--- config.mk ---
export PLATFORM = sky130hd
export DESIGN_NAME = ped_sub_clamp
export DESIGN_NICKNAME = d
export VERILOG_FILES = /design/src/rtl/ped_pkg.sv /design/src/rtl/ped_subtract.sv /design/src/rtl/ped_ovf_detect.sv /design/src/rtl/ped_out_reg.sv /design/src/rtl/ped_sub_clamp.sv
export SDC_FILE = /design/constraint.sdc
export NUM_CORES = 1
export LEC_CHECK = 0
export BUFFER_PORTS_ARGS = -buffer_cell sky130_fd_sc_hd__buf_4
export CAP_MARGIN = 10
export CORE_ASPECT_RATIO = 0.7
export CORE_MARGIN = 4
export CORE_UTILIZATION = 52
export DETAILED_ROUTE_END_ITERATION = 8
export GPL_TIMING_DRIVEN = 0
export PLACE_DENSITY = 0.9
export SLEW_MARGIN = 0
export SYNTH_ARGS = -nofsm -noshare
export SYNTH_HDL_FRONTEND = slang
export SYNTH_SLANG_ARGS = --single-unit
--- constraint.sdc ---
create_clock -name clk -period 5 [get_ports clk]
set_clock_uncertainty 0.05 [all_clocks]
set_input_delay 0.5 -clock clk [delete_from_list [all_inputs] [get_ports clk]]
set_output_delay 0.5 -clock clk [all_outputs]
set_load 0.01 [all_outputs]
--- src/rtl/ped_pkg.sv ---
package ped_pkg;
    localparam int DATA_W = 11;
    localparam int DIFF_W = DATA_W + 1;
    localparam int OVF_LO = 7;
    localparam int OVF_N  = DATA_W - OVF_LO;

    typedef logic [DATA_W-1:0] word_t;
    typedef logic [OVF_N-1:0]  omask_t;

    typedef enum logic [1:0] {
        RES_8B  = 2'd0,
        RES_9B  = 2'd1,
        RES_10B = 2'd2,
        RES_11B = 2'd3
    } res_e;

    typedef struct packed {
        word_t data;
        logic  zero;
        logic  ovf;
    } outw_t;

    // Mask over raw bits OVF_LO.. that must all be set for overflow
    function automatic omask_t ovf_mask(res_e r);
        omask_t m;
        case (r)
            RES_8B:  m = omask_t'(1) << 1;
            RES_9B:  m = omask_t'(1) << 2;
            RES_10B: m = omask_t'(1) << 3;
            default: m = '1;
        endcase
        return m;
    endfunction
endpackage

--- src/rtl/ped_subtract.sv ---
module ped_subtract #(
    parameter int W = 11
) (
    input  logic [W-1:0] minuend,
    input  logic [W-1:0] subtrahend,
    output logic [W-1:0] diff,
    output logic         nonpos
);
    localparam int WX = W + 1;
    logic [WX-1:0] wide;

    always_comb begin
        wide   = {1'b0, minuend} - {1'b0, subtrahend};
        diff   = wide[W-1:0];
        nonpos = wide[WX-1] | (wide[W-1:0] == '0);
    end
endmodule

--- src/rtl/ped_ovf_detect.sv ---
module ped_ovf_detect
    import ped_pkg::*;
#(
    parameter int W  = DATA_W,
    parameter int LO = OVF_LO,
    parameter int N  = OVF_N
) (
    input  logic [W-1:0] raw,
    input  res_e         res,
    output logic         ovf
);
    logic [N-1:0] mask;
    logic [N-1:0] hit;

    assign mask = ovf_mask(res);

    for (genvar i = 0; i < N; i++) begin : g_bit
        assign hit[i] = ~mask[i] | raw[LO+i];
    end

    assign ovf = (|mask) & (&hit);
endmodule

--- src/rtl/ped_out_reg.sv ---
module ped_out_reg
    import ped_pkg::*;
(
    input  logic  clk,
    input  logic  rst,
    input  logic  load,
    input  outw_t nxt,
    output outw_t q
);
    always_ff @(posedge clk) begin
        if (rst) begin
            q <= '0;
        end else if (load) begin
            q <= nxt;
        end
    end
endmodule

--- src/rtl/ped_sub_clamp.sv ---
module ped_sub_clamp
    import ped_pkg::*;
(
    input  logic              clk,
    input  logic              rst,
    input  logic              load,
    input  logic [DATA_W-1:0] raw,
    input  logic [DATA_W-1:0] pedestal,
    input  logic [1:0]        res_sel,
    output logic [DATA_W-1:0] result,
    output logic              zero_flag,
    output logic              ovf_flag
);
    word_t diff;
    logic  nonpos;
    logic  ovf;
    outw_t nxt;
    outw_t q;

    ped_subtract #(.W(DATA_W)) i_sub (
        .minuend    (raw),
        .subtrahend (pedestal),
        .diff       (diff),
        .nonpos     (nonpos)
    );

    ped_ovf_detect #(.W(DATA_W), .LO(OVF_LO), .N(OVF_N)) i_ovf (
        .raw (raw),
        .res (res_e'(res_sel)),
        .ovf (ovf)
    );

    always_comb begin
        nxt.ovf  = ovf;
        nxt.zero = ~ovf & nonpos;
        if (ovf)         nxt.data = '1;
        else if (nonpos) nxt.data = '0;
        else             nxt.data = diff;
    end

    ped_out_reg i_reg (
        .clk  (clk),
        .rst  (rst),
        .load (load),
        .nxt  (nxt),
        .q    (q)
    );

    assign result    = q.data;
    assign zero_flag = q.zero;
    assign ovf_flag  = q.ovf;
endmodule

==> results.sh, run 1 <==
export IMPL_vias_per_cell=5.40
export IMPL_grt_overflow=0
export IMPL_top_register="i_reg.q"
export IMPL_drtPass1Iterations=4
export IMPL_num_fill_cells=147
export IMPL_holdWs_ps=382
export IMPL_slew_headroom=0.690
export IMPL_rsz0062_at_grt="no"
export IMPL_clkPwrFrac=0.207
export IMPL_syn_avg_cell_area_um2=7.49
export IMPL_final_max_slew_viol_count=0
export IMPL_ant_nets=0
export IMPL_drc=0
export IMPL_gr_usage_all_layers=0.193
export IMPL_finalCriticalPeriod_ps=2870
export IMPL_largest_reg_flops=13
export IMPL_min_to="i_reg.q[9]"
export IMPL_die_x_um=61.7
export IMPL_p_sw_mw=0.107
export IMPL_layout_commonest_cell="buf_4"
export IMPL_fp_dieH_um=45.6
export IMPL_max_freq_mhz=349
export IMPL_dp_hpwl_mm=2.13
export IMPL_clock_sinks=13
export IMPL_vias=1102
export IMPL_routed_wl_mm=2.52
export IMPL_p_int_mw=0.208
export IMPL_ir_drop_mv=0.168
export IMPL_setup_worst_path_class="primary input to flop"
export IMPL_critical_path_arrival_ps=3020
export IMPL_io_pins=40
export IMPL_reg2reg_slack_ps=4270
export IMPL_start_util=0.556
export IMPL_crit_fanout=3
export IMPL_drv_cap=0
export IMPL_drive_above_1_share=0.236
export IMPL_cts_resized=0
export IMPL_drt_iter0_drc=44
export IMPL_syn_to_final_growth_pct=32.3
export IMPL_most_common_layout_cells="38 x buf_4, 18 x inv_1, 18 x nand2_1"
export IMPL_cts_buffer_depth=2
export IMPL_port_buffers=38
export IMPL_antenna_found_initial=0
export IMPL_post_cts_repair_setup_buffers=0
export IMPL_clk_pin_slew_ps=80
export IMPL_setup_viol=0
export IMPL_period_share=0.574
export IMPL_syn_inst=140
export IMPL_rows=13
export IMPL_syn_nets=182
export IMPL_top_regs="i_reg.q: 13 flops"
export IMPL_coreArea_mm2=0.00189
export IMPL_grt_max_degree=11
export IMPL_root_buffer="clkbuf_4"
export IMPL_p_seq_frac=0.378
export IMPL_die_area_mm2=0.00281
export IMPL_nets=225
export IMPL_crit_path_end_kind="flop"
export IMPL_startpoint_type="primary input"
export IMPL_first_global_vias=1032
export IMPL_yosysWarnings=0
export IMPL_htreeDepth=1
export IMPL_min_path_type="primary input to flop"
export IMPL_reg2reg_from="i_reg.q[4]"
export IMPL_gp_congestion=0.774
export IMPL_comb_power_share=0.415
export IMPL_r2r_cells=2
export IMPL_syn_area_mm2=0.00105
export IMPL_insertion_delay_ps=270
export IMPL_wl_per_cell_um=12.3
export IMPL_switching_share=0.340
export IMPL_finalSetupTns_ps=0
export IMPL_diodes=0
export IMPL_grt_pass1_wl_mm=4.17
export IMPL_p_per_area_mw_per_mm2=227
export IMPL_tightestPinTransition_ps=463
export IMPL_r2r_end="i_reg.q[4]"
export IMPL_synth_seq_area_share=0.248
export IMPL_static_leakage_power_nw=0.687
export IMPL_min_path_cells=2
export IMPL_required_ps=5150
export IMPL_cts_tree="yes"
export IMPL_yosysUniqueCellTypes=30
export IMPL_min_from="rst"
export IMPL_synth_seq_cells=13
export IMPL_outcome="finished clean"
export IMPL_cts_buffers=3
export IMPL_holdBufCountCts=0
export IMPL_hold_viol_final=0
## routing by layer
| metal | part of all wire | global-route usage |
|---|---|---|
| met2 | 0.47 | 0.317 |
| met5 | 0 | 0 |
| met1 | 0.44 | 0.258 |
| met3 | 0.075 | 0.0482 |
| met4 | 0.0095 | 0.0381 |
## power by group through the flow
stage	Clock, mW	Combinational, mW	Sequential, mW
final	0.0651	0.131	0.119
after global routing	0.0695	0.146	0.120
after CTS	0.0655	0.130	0.119
after detailed placement	0	0.129	0.121
after global placement	0	0.126	0.121
after floorplan	0	0.0766	0.126
## critical path, cell delays in order
cell	delay (ps)
buf_4	100
inv_1	40
ha_1	150
inv_1	50
fa_1	390
a21o_1	220
a31o_1	230
a21oi_2	140
xnor2_1	100
or4_1	520
or4_1	430
o22ai_1	140
## cell usage after synthesis (all sizes together)
master   number  area (µm²)
xnor2         6        52.6
clkinv        1        3.75
o31ai         1        7.51
nand2b        2        12.5
a32oi         1        8.76
nor2         11        41.3
a211o         1        10.0
ha           14         175
a21oi        13        68.8
clkbuf        4        15.0
or3           1        6.26
a31o          1        8.76
and2          1        6.26
or4           2        15.0
a31oi         7        43.8
nor3          6        30.0
o22ai         2        12.5
inv          18        67.6
fa            1        20.0
a21o          3        22.5
xor2          3        26.3
dfxtp        13         260
a211oi        1        7.51
nand2        18        67.6
o21ai         6        30.0
nand4bb       1        11.3
a311oi        1        8.76
o221ai        1        8.76
## stage by stage
stage	power, mW	utilization	std cells	instance area (µm²)	setup WS, ps
floorplan	0.202	-	140	1050	2150
finish	0.315	0.735	204	1390	2130
global placement	0.246	0.721	200	1360	1940
detailed placement	0.251	0.721	200	1360	1840
global route	0.335	0.735	204	1390	2010
CTS	0.315	0.735	204	1390	2130
## cell families (layout without fill, tap and decap cells)
kind of cell	count (synthesis)	after routing	share of synthesized area
AOI/OAI and AO/OA	38	38	0.227
DFF	13	13	0.248
xor gates and xnor gates	9	9	0.0752
buffers and inverters	23	65	0.0823
and+or+nand+nor	42	42	0.181
adders and majority gates	15	15	0.186
## worst max-delay path by stage
stage | endpoint | depth (start not counted) | slack (ps) | from
6_report | i_reg.q[1] | 12 | 2130 | raw[0]
5_1_grt | i_reg.q[1] | 12 | 2010 | raw[0]
3_3_place_gp | i_reg.q[1] | 12 | 1940 | raw[0]
4_1_cts | i_reg.q[1] | 12 | 2130 | raw[0]
3_5_place_dp | i_reg.q[1] | 12 | 1840 | raw[0]
2_1_floorplan | i_reg.q[1] | 11 | 2150 | raw[0]
## cell type report
class	count	area, µm²	area share
clock buffers	4	26.3	0.0189
repair buffers	38	285	0.206
plain buffers	4	15.0	0.0108
multi-input cells	104	702	0.506
well taps	22	27.5	0.0198
flip-flops and latches	13	260	0.188
inverters	19	71.3	0.0514
Note: power is estimated with default switching activity, not from simulation.
==> run 2: changes to the inputs <==
--- a/config.mk
+++ b/config.mk
@@ -5,14 +5,15 @@
 export SDC_FILE = /design/constraint.sdc
 export NUM_CORES = 1
 export LEC_CHECK = 0
+export ABC_AREA = 1
 export BUFFER_PORTS_ARGS = -buffer_cell sky130_fd_sc_hd__buf_4
 export CAP_MARGIN = 10
 export CORE_ASPECT_RATIO = 0.7
 export CORE_MARGIN = 4
-export CORE_UTILIZATION = 52
+export CORE_UTILIZATION = 46
 export DETAILED_ROUTE_END_ITERATION = 8
 export GPL_TIMING_DRIVEN = 0
-export PLACE_DENSITY = 0.9
+export PLACE_DENSITY = 0.82
 export SLEW_MARGIN = 0
 export SYNTH_ARGS = -nofsm -noshare
 export SYNTH_HDL_FRONTEND = slang
==> constraint.sdc (replaced) <==
create_clock -name clk -period 2.6 [get_ports clk]
set_clock_uncertainty 0.05 [all_clocks]
set_input_delay 0.26 -clock clk [delete_from_list [all_inputs] [get_ports clk]]
set_output_delay 0.26 -clock clk [all_outputs]
set_load 0.01 [all_outputs]
==> results.sh, run 2 <==
export IMPL_syn_area_mm2=0.00126
export IMPL_routed_wl_mm=3.01
export IMPL_cts_tree="yes"
export IMPL_synth_edf_count=0
export IMPL_start_util=0.498
export IMPL_final_util=0.648
export IMPL_static_leakage_power_nw=0.920
export IMPL_die_x_um=70.6
export IMPL_port_buffers=39
export IMPL_grt_overflow=0
export IMPL_final_max_slew_viol_count=0
export IMPL_synth_area_leader_cell="nand2_1"
export IMPL_startpoint_type="primary input"
export IMPL_first_global_vias=1165
export IMPL_post_synth_top_area_fraction=0.217
export IMPL_clk_pin_slew_ps=50
export IMPL_synth_area_leaders="nand2_1 22%, dfxtp_1 21%, ha_1 14%"
export IMPL_synth_seq_cells=13
export IMPL_finalSetupTns_ps=0
export IMPL_synth_most_common_cell="nand2_1"
export IMPL_largest_reg_flops=13
export IMPL_cp_num_buf_inv=3
export IMPL_die_area_mm2=0.00366
export IMPL_ant_nets=0
export IMPL_tightestPinTransition_ps=433
export IMPL_vias=1394
export IMPL_ir_drop_mv=0.124
export IMPL_critical_path_arrival_ps=2010
export IMPL_dp_hpwl_mm=2.56
export IMPL_grt_max_degree=11
export IMPL_gr_usage_all_layers=0.166
export IMPL_wl_per_cell_um=10.4
export IMPL_crit_top_cell="nand2_1"
export IMPL_num_fill_cells=271
export IMPL_drv_cap=0
export IMPL_drc=0
export IMPL_yosys_top_cells_count="73 x nand2_1, 36 x inv_1, 19 x nand3_1, 19 x nor2_1, 14 x ha_1"
export IMPL_drtPass1Iterations=4
export IMPL_period_share=0.724
export IMPL_vias_per_cell=4.79
export IMPL_rows=15
export IMPL_synth_seq_area_share=0.206
export IMPL_drive_above_1_share=0.183
export IMPL_crit_path_cell_trace="buf_4 -> inv_1 -> ha_1 -> inv_1 -> fa_1 -> nand2_1 -> nand2_1 -> nand3_1 -> nand3b_1 -> nand2_1 -> nand2_1 -> nor2_1 -> nand3_1 -> nand2_1 -> nand2_1 -> a21oi_1"
export IMPL_gp_congestion=0.870
export IMPL_insertion_delay_ps=240
export IMPL_post_cts_repair_setup_buffers=0
export IMPL_placed_area_mm2=0.00160
export IMPL_rsz0062_at_grt="no"
export IMPL_layout_commonest_cell="nand2_1"
export IMPL_top_register="i_reg.q"
export IMPL_clock_sinks=13
export IMPL_design_area_mm2=0.00164
export IMPL_nets=300
export IMPL_root_buffer="clkbuf_8"
export IMPL_cts_buffer_depth=2
export IMPL_crit_slowest_cell="fa_1"
export IMPL_cpPeakStageDelay_ps=420
export IMPL_p_per_area_mw_per_mm2=421
export IMPL_antenna_found_initial=0
export IMPL_top_regs="i_reg.q: 13 flops"
export IMPL_grt_pass1_wl_mm=5.00
export IMPL_setup_worst_path_class="primary input to flop"
export IMPL_slew_headroom=0.711
export IMPL_holdBufCountCts=0
export IMPL_htreeDepth=1
export IMPL_max_freq_mhz=531
export IMPL_outcome="finished clean"
export IMPL_cts_resized=0
export IMPL_required_ps=2720
export IMPL_crit_path_end_kind="flop"
export IMPL_syn_to_final_growth_pct=30.1
export IMPL_min_path_type="primary input to flop"
export IMPL_yosysUniqueCellTypes=23
export IMPL_diodes=0
export IMPL_syn_nets=256
export IMPL_drt_iter0_drc=90
export IMPL_reg2reg_slack_ps=1880
export IMPL_syn_avg_cell_area_um2=5.90
export IMPL_coreArea_mm2=0.00253
export IMPL_setup_viol=0
export IMPL_ys_flop_type="dfxtp_1"
export IMPL_most_common_layout_cells="73 x nand2_1, 39 x buf_4, 36 x inv_1"
export IMPL_syn_inst=214
export IMPL_yosysWarnings=0
export IMPL_cts_buffers=3
export IMPL_crit_fanout=4
export IMPL_cp_top_family="simple AND/OR/NAND/NOR gates"
export IMPL_finalCriticalPeriod_ps=1880
export IMPL_io_pins=40
export IMPL_fp_dieH_um=51.8
export IMPL_synth_async_reset_ratio=0
export IMPL_hold_viol_final=0
## run 2: cell types whose count changed after synthesis, moves of 3 or more
cell	change
nand2_1	+55
nand3_1	+19
inv_1	+18
nor2_1	+8
xnor2_1	-6
a21oi_1	-4
nor3_1	-4
a21o_1	-3
xor2_1	-3
## run 2: layout make-up
class	instances	area (µm²)	area share
inverters	39	146	0.0891
multi-input cells	160	848	0.516
clock buffers	4	45.0	0.0274
repair buffers	39	293	0.178
well taps	34	42.5	0.0259
plain buffers	2	7.51	0.00457
flip-flops and latches	13	260	0.158
## run 2: power by group
group / internal (mW) / leakage, nW / switching (mW)
clock network: 0.108 / 0.0228 / 0.0686
logic: 0.123 / 0.789 / 0.161
registers: 0.220 / 0.107 / 0.0105
## run 2: final timing paths
path | end | cells after the start | startpoint
setup / recovery | i_reg.q[1] | 16 | raw[0]
hold / removal | i_reg.q[7] | 2 | rst
setup reg to reg | i_reg.q[8] | 2 | i_reg.q[8]
hold reg to reg | i_reg.q[1] | 2 | i_reg.q[1]
## run 2: per-layer routing
layer | share of wire | global-route usage
met5 | 0 | 0
met4 | 0.015 | 0.0656
met3 | 0.052 | 0.0135
met2 | 0.40 | 0.241
met1 | 0.53 | 0.252
## run 2: metrics by stage
| step | cells | worst slack (ps) | power (mW) | hold slack (ps) |
|---|---|---|---|---|
| 5_1_grt | 291 | 512 | 0.741 | 157 |
| 3_5_place_dp | 287 | 483 | 0.517 | 404 |
| 4_1_cts | 291 | 730 | 0.694 | 150 |
| 3_3_place_gp | 287 | 507 | 0.511 | 401 |
| 2_1_floorplan | 214 | 783 | 0.415 | 279 |
| 6_report | 291 | 718 | 0.691 | 157 |
## run 2: cells by family after synthesis
kind of cell / Yosys count / synth area share
AO/OA/AOI/OAI: 22 / 0.101
AND/OR/NAND/NOR: 123 / 0.416
buffers and inverters: 41 / 0.122
adder cells (fa/ha/maj): 15 / 0.155
flip-flops: 13 / 0.206
